File: src/rtl/cfg_port_pkg.sv
package cfg_port_pkg;

  typedef enum logic [2:0] {
    TGT_NONE,
    TGT_CTRL,
    TGT_DIV,
    TGT_CNT,
    TGT_PROMOTE
  } tgt_e;

  // Maps a transfer length onto the register it addresses.
  function automatic tgt_e len_to_target(input int unsigned nbits,
                                         input int unsigned ctrl_len,
                                         input int unsigned div_len,
                                         input int unsigned cnt_len);
    tgt_e t;
    if (nbits == 0)             t = TGT_PROMOTE;
    else if (nbits == ctrl_len) t = TGT_CTRL;
    else if (nbits == div_len)  t = TGT_DIV;
    else if (nbits == cnt_len)  t = TGT_CNT;
    else                        t = TGT_NONE;
    return t;
  endfunction

endpackage

File: src/rtl/cfg_sync.sv
module cfg_sync #(
  parameter int          WIDTH  = 3,
  parameter int          STAGES = 2,
  parameter logic [WIDTH-1:0] RST_VAL = '0
) (
  input  logic             clk,
  input  logic             rst_n,
  input  logic [WIDTH-1:0] d_async,
  output logic [WIDTH-1:0] d_sync
);

  for (genvar b = 0; b < WIDTH; b++) begin : g_bit
    logic [STAGES-1:0] chain;
    always_ff @(posedge clk or negedge rst_n) begin
      if (!rst_n) chain <= {STAGES{RST_VAL[b]}};
      else        chain <= {chain[STAGES-2:0], d_async[b]};
    end
    assign d_sync[b] = chain[STAGES-1];
  end

endmodule

File: src/rtl/cfg_shift.sv
module cfg_shift #(
  parameter int SH_W     = 24,
  parameter int MAX_BITS = 32,
  localparam int CW      = $clog2(MAX_BITS + 2)
) (
  input  logic            clk,
  input  logic            rst_n,
  input  logic            en_n_s,
  input  logic            sck_s,
  input  logic            sdi_s,
  output logic [SH_W-1:0] shreg,
  output logic [CW-1:0]   bit_cnt,
  output logic            commit,
  output logic            sck_fall,
  output logic            sdo
);

  localparam logic [CW-1:0] SAT = CW'(MAX_BITS + 1);

  logic sck_q, en_n_q, sck_rise;

  assign sck_rise = sck_s & ~sck_q;
  assign sck_fall = ~sck_s & sck_q;
  assign commit   = en_n_s & ~en_n_q;

  always_ff @(posedge clk or negedge rst_n) begin
    if (!rst_n) begin
      sck_q   <= 1'b0;
      en_n_q  <= 1'b1;
      shreg   <= '0;
      bit_cnt <= '0;
      sdo     <= 1'b0;
    end else begin
      sck_q  <= sck_s;
      en_n_q <= en_n_s;
      if (en_n_s) begin
        shreg   <= '0;
        bit_cnt <= '0;
      end else if (sck_rise) begin
        shreg <= {shreg[SH_W-2:0], sdi_s};
        if (bit_cnt != SAT) bit_cnt <= bit_cnt + 1'b1;
      end
      if (sck_fall) sdo <= shreg[SH_W-1];
    end
  end

endmodule

File: src/rtl/cfg_regs.sv
module cfg_regs
  import cfg_port_pkg::*;
#(
  parameter int CTRL_W = 8,
  parameter int DIV_W  = 16,
  parameter int DB_W   = 13,
  parameter int CNT_W  = 24,
  parameter int CW     = 6,
  localparam int TOP_W = DIV_W - DB_W
) (
  input  logic             clk,
  input  logic             rst_n,
  input  logic             commit,
  input  logic [CW-1:0]    bit_cnt,
  input  logic [CNT_W-1:0] shreg,
  output logic [CTRL_W-1:0] ctrl_q,
  output logic [DIV_W-1:0]  div_q,
  output logic [CNT_W-1:0]  cnt_q,
  output logic [DB_W-1:0]   hold_buf
);

  logic [TOP_W-1:0] div_top;
  logic [DB_W-1:0]  div_act;
  tgt_e             tgt;

  always_comb begin
    tgt = TGT_NONE;
    if (commit)
      tgt = len_to_target(32'(bit_cnt), CTRL_W, DIV_W, CNT_W);
  end

  always_ff @(posedge clk or negedge rst_n) begin
    if (!rst_n) begin
      ctrl_q   <= '0;
      div_top  <= '0;
      div_act  <= '0;
      hold_buf <= '0;
      cnt_q    <= '0;
    end else begin
      case (tgt)
        TGT_CTRL: ctrl_q <= shreg[CTRL_W-1:0];
        TGT_DIV: begin
          div_top  <= shreg[DIV_W-1:DB_W];
          hold_buf <= shreg[DB_W-1:0];
        end
        TGT_CNT: begin
          cnt_q   <= shreg;
          div_act <= hold_buf;
        end
        TGT_PROMOTE: div_act <= hold_buf;
        default: ;
      endcase
    end
  end

  assign div_q = {div_top, div_act};

endmodule

File: src/rtl/cfg_serial_port.sv
module cfg_serial_port #(
  parameter int CTRL_W   = 8,
  parameter int DIV_W    = 16,
  parameter int DB_W     = 13,
  parameter int CNT_W    = 24,
  parameter int MAX_BITS = 32,
  parameter int SYNC_N   = 2,
  localparam int CW      = $clog2(MAX_BITS + 2)
) (
  input  logic              clk,
  input  logic              rst_n,
  input  logic              sen_n,
  input  logic              sck,
  input  logic              sdi,
  output logic              sdo,
  output logic [CTRL_W-1:0] ctrl_q,
  output logic [DIV_W-1:0]  div_q,
  output logic [CNT_W-1:0]  cnt_q
);

  logic [2:0]       pins_s;
  logic             en_n_s, sck_s, sdi_s;
  logic [CNT_W-1:0] shreg;
  logic [CW-1:0]    bit_cnt;
  logic             commit, sck_fall;
  logic [DB_W-1:0]  hold_buf;

  cfg_sync #(.WIDTH(3), .STAGES(SYNC_N), .RST_VAL(3'b100)) u_sync (
    .clk(clk), .rst_n(rst_n),
    .d_async({sen_n, sck, sdi}), .d_sync(pins_s)
  );

  assign {en_n_s, sck_s, sdi_s} = pins_s;

  cfg_shift #(.SH_W(CNT_W), .MAX_BITS(MAX_BITS)) u_shift (
    .clk(clk), .rst_n(rst_n),
    .en_n_s(en_n_s), .sck_s(sck_s), .sdi_s(sdi_s),
    .shreg(shreg), .bit_cnt(bit_cnt), .commit(commit),
    .sck_fall(sck_fall), .sdo(sdo)
  );

  cfg_regs #(.CTRL_W(CTRL_W), .DIV_W(DIV_W), .DB_W(DB_W),
             .CNT_W(CNT_W), .CW(CW)) u_regs (
    .clk(clk), .rst_n(rst_n),
    .commit(commit), .bit_cnt(bit_cnt), .shreg(shreg),
    .ctrl_q(ctrl_q), .div_q(div_q), .cnt_q(cnt_q), .hold_buf(hold_buf)
  );

endmodule

File: config.mk
export PLATFORM = sky130hd
export DESIGN_NAME = cfg_serial_port
export DESIGN_NICKNAME = d
export VERILOG_FILES = /design/src/rtl/cfg_port_pkg.sv /design/src/rtl/cfg_sync.sv /design/src/rtl/cfg_shift.sv /design/src/rtl/cfg_regs.sv /design/src/rtl/cfg_serial_port.sv
export SDC_FILE = /design/constraint.sdc
export NUM_CORES = 1
export LEC_CHECK = 0
export BUFFER_PORTS_ARGS = -buffer_cell sky130_fd_sc_hd__buf_2
export CORE_ASPECT_RATIO = 2
export CORE_UTILIZATION = 43
export CTS_CLUSTER_DIAMETER = 200
export DETAILED_ROUTE_END_ITERATION = 7
export PLACE_DENSITY = 0.64
export SLEW_MARGIN = 20
export SYNTH_ARGS = -nofsm -noshare
export SYNTH_HDL_FRONTEND = slang
export SYNTH_SLANG_ARGS = --single-unit
File: constraint.sdc
create_clock -name clk -period 2.45 [get_ports clk]
set_clock_uncertainty 0.1 [all_clocks]
set_input_delay 0 -clock clk [delete_from_list [all_inputs] [get_ports clk]]
set_output_delay 0 -clock clk [all_outputs]
set_load 0.05 [all_outputs]
==> results <==
- The highest clock rate is 0.538 GHz.
- TritonCTS built the clock tree.
- The floorplan step defined a die boundary enclosing 9330 µm².
- Across all layers, the routed design uses 2348 vias.
- The wire length after detailed routing is 6890 µm.
- The max-capacitance violation count is 0.
- On the worst path, the slowest cell contributes a delay of 0.43 ns.
- After synthesis, the netlist uses 28 different library cells.
- The flow ran to the end, and the final reports show no timing, DRC or antenna violations.
- The count of input and output buffers is 53.
- The post-layout utilization of the core is 53.6%.
- The root buffer cell chosen for the clock tree is clkbuf_16.
- The number of instances in the synthesized netlist is 288.
- The element type at the critical path start is a register.
- The most common cell after layout, fill and taps aside is dfrtp_1.
- The total of warnings raised by yosys is 0.
- The net count after synthesis is slightly below 300.
- Setup violations remaining at the end of the flow were counted as 0.
- The number of cell rows is 48.
- The TritonCTS sink count is 100.
- Clock latency on the worst-skew pair, taken at its later pin, is roughly 0.34 ns.
- CTS built an H-tree with a depth of 3.
- The worst register-to-register path begins at u_shift.bit_cnt[0].
- The number of antenna violations at the first check in global routing is 0.
- The post-synthesis to final-layout area growth is 20.7%.
- The final weighted congestion in routability-driven placement is 0.729.
- In this run, synthesis produced a sequential element count of 100.
- Hold is met by 0.196 ns.
- The number of nets in the layout is roughly 360.
- The region available for standard cell placement spans 8650 µm².
- Summed over all failing endpoints, the final setup total negative slack is 0 ns.
- STA classifies the critical path endpoint as a register.
- VDD sags by at most approximately 470 µV.
- The post-CTS setup repair buffer count is 0.
- The max-slew violation count is 0.
- In this run the power density over the cells is 718 nW/µm².
- The minimum clock period after layout is 1.86 ns.
- The number of global-route vias before repair is 2446.
- For this run, design rule violations remaining after detail routing come to 0.
- The most used flip-flop cell after synthesis is dfrtp_1.
- At the pin with the least slew margin, the transition time is between 0.8 and 0.9 ns.
- For this design, the CTS-stage hold fixing added 4 buffers.
- The number of gates resized after CTS was 0.
- The synthesized area per cell is 13.3 µm².
- From left edge to right edge, the die measures 68.8 µm.
- The first TritonRoute pass finished after 4 iterations.
- Summed over all layers, the global routing overflow is 0.
- On the critical path, the stage with the largest delay is an instance of dfrtp_1.
- The multi-input logic area is 1260 µm².
- The initial core utilization is between 40 and 50%.
- The post-detailed-route wirelength per cell is roughly 15 µm.
- The most critical setup path has its startpoint at u_shift.bit_cnt[0].
- The number of enable flip-flop cells after synthesis is 0.
- Setup repair after global routing left no endpoint under its margin.
- The layout has 761 filler cells.
- The type of the setup path with the least slack is register to register.
- The critical path goes through inv_1 -> ha_1 -> nor2b_1 -> nand4b_2 -> buf_4 -> mux2_1.
- The synthesized netlist occupies a cell area of about 3800 µm².
- Data on the critical path arrives at its endpoint at 1.98 ns.
- Entering global routing, the biggest net connects 70 pins.
- The remaining antenna violation count is 0.
- The number of placed I/O pins is 54.
- The ratio of final minimum period to clock period is 75.8%.
- The tightest slew margin relative to the limit is 41.4%.
- Sequential cells were found to cover 65.3% of the synthesized design area.
- The largest fanout on the critical path is 16.
- The die span in y is roughly 140 µm.
- In the layout the commonest cells are dfrtp_1, mux2_2, buf_2, nand2_1, a21oi_1.
- The ratio of cells with drive above 1 in the final layout is 38.2%.
- Across all setup checks in the final design, the least slack found is 0.592 ns.
- Data on the critical path is required at its endpoint by 2.57 ns.
- The finished cells cover around 4600 µm².
- The repair_antennas step left the layout with diodes totalling 0.
- Across the whole layout, storage elements account for between 2000 and 3000 µm².
- The HPWL after detailed placement is 4620 µm.
- At the placement stage, the worst setup path has a slack of 0.627 ns.
- The critical hold path startpoint is sck.
- The total global routing track utilization is 17.2%.
- After detailed routing, the number of vias per cell comes to 5.15.
- Clock-pin slew was measured on the worst setup and hold paths at 0.06 ns.
- The analysis attributes to cell leakage a power of 2.41 nW.
- The final-report hold violation count is 0.
- TritonCTS created 9 clock buffers.
- The initial detailed-routing violation count is 102.
- The cell area reported after detailed placement is 4250 µm².
- The share of async-settable or async-resettable flops after synthesis is 100%.
- The wire length of the first global-routing pass is 11600 µm.
- In this run the deepest clock path goes through 2 buffers.
- The min-delay analysis places its worst path in the category input pin to register.
## layer usage
layer | GRT usage, % | routed length (µm) | vias up
li1 | - | - | 1114
met1 | 19.6 | 2920 | 1183
met2 | 28.9 | 3570 | 38
met3 | 4.55 | 241 | 13
met4 | 8.28 | 157 | 0
met5 | 0 | 0 | -
## synthesized netlist by cell type, types with 2 or more instances
| master | count | share of area [%] |
|---|---|---|
| buf_2 | 4 | 0.52 |
| clkbuf_1 | 9 | 0.88 |
| inv_1 | 3 | 0.29 |
| nand2b_1 | 4 | 0.65 |
| mux2_2 | 53 | 16 |
| nand3_1 | 2 | 0.26 |
| nor2_1 | 3 | 0.29 |
| o21ai_0 | 2 | 0.26 |
| nand2_1 | 51 | 5.0 |
| or3_1 | 2 | 0.33 |
| dfrtp_1 | 97 | 63 |
| dfstp_2 | 3 | 2.1 |
| nor2b_1 | 2 | 0.33 |
| a21oi_1 | 28 | 3.7 |
| ha_1 | 3 | 0.98 |
| mux2_1 | 10 | 2.9 |
## where the power goes
group	leakage, nW	switching [mW]	internal, mW
Sequential	1.37	0.00757	1.66
Combinational	0.870	0.0697	0.0285
Clock	0.162	0.580	0.978
## per-stage QoR
step	std cells	total power, mW
floorplan	288	1.74
global placement	436	1.79
detailed placement	436	1.80
CTS	456	3.36
global route	456	3.44
finish	456	3.33
## cells by family (layout without fill, tap and decap cells)
family,after synthesis,in the layout,share of synthesized area [%]
AO/OA/AOI/OAI,34,34,4.79
adder cells (fa/ha/maj),3,3,0.979
buffers and inverters,17,85,1.79
flip-flops,100,100,65.3
multiplexers,64,64,18.8
AND/OR/NAND/NOR,70,70,8.35
## final timing paths
check	endpoint	slack, ns	cells after the start
max	u_regs.div_top[1]	0.59	6
min	u_sync.g_bit[1].chain[0]	0.20	2
max reg2reg	u_regs.div_top[1]	0.59	6
min reg2reg	u_sync.g_bit[0].chain[1]	0.25	0
max in group asynchronous	u_regs.hold_buf[6]	1.34	3
min in group asynchronous	u_regs.ctrl_q[2]	0.21	2
## worst max-delay path: cells and delay by family, from the launching register on
family                   cells  cell delay, ns
flip-flops                   1            0.43
multiplexers                 1            0.34
adder cells (fa/ha/maj)      1            0.13
AND/OR/NAND/NOR              2            0.40
buffers and inverters        2            0.32
## state kept, by name, summed over array words and instances (netlist names)
register and cells:
u_shift.shreg 24, u_regs.hold_buf 13, u_shift.sdo 1, u_regs.ctrl_q 8
u_regs.div_act 13, u_regs.div_top 3, u_shift.bit_cnt 6, u_shift.en_n_q 1
u_sync.g_bit.chain 6, u_regs.cnt_q 24, u_shift.sck_q 1
## area by class of cell
type                       count  area share [%]
tap                          100            2.70
clock inverter                 3            1.46
clock buffer                  13            5.83
inverter                       3           0.243
multi-input combinational    171            27.3
sequential                   100            54.1
timing repair buffer          66            8.37
(Power assumes the default switching activity.)
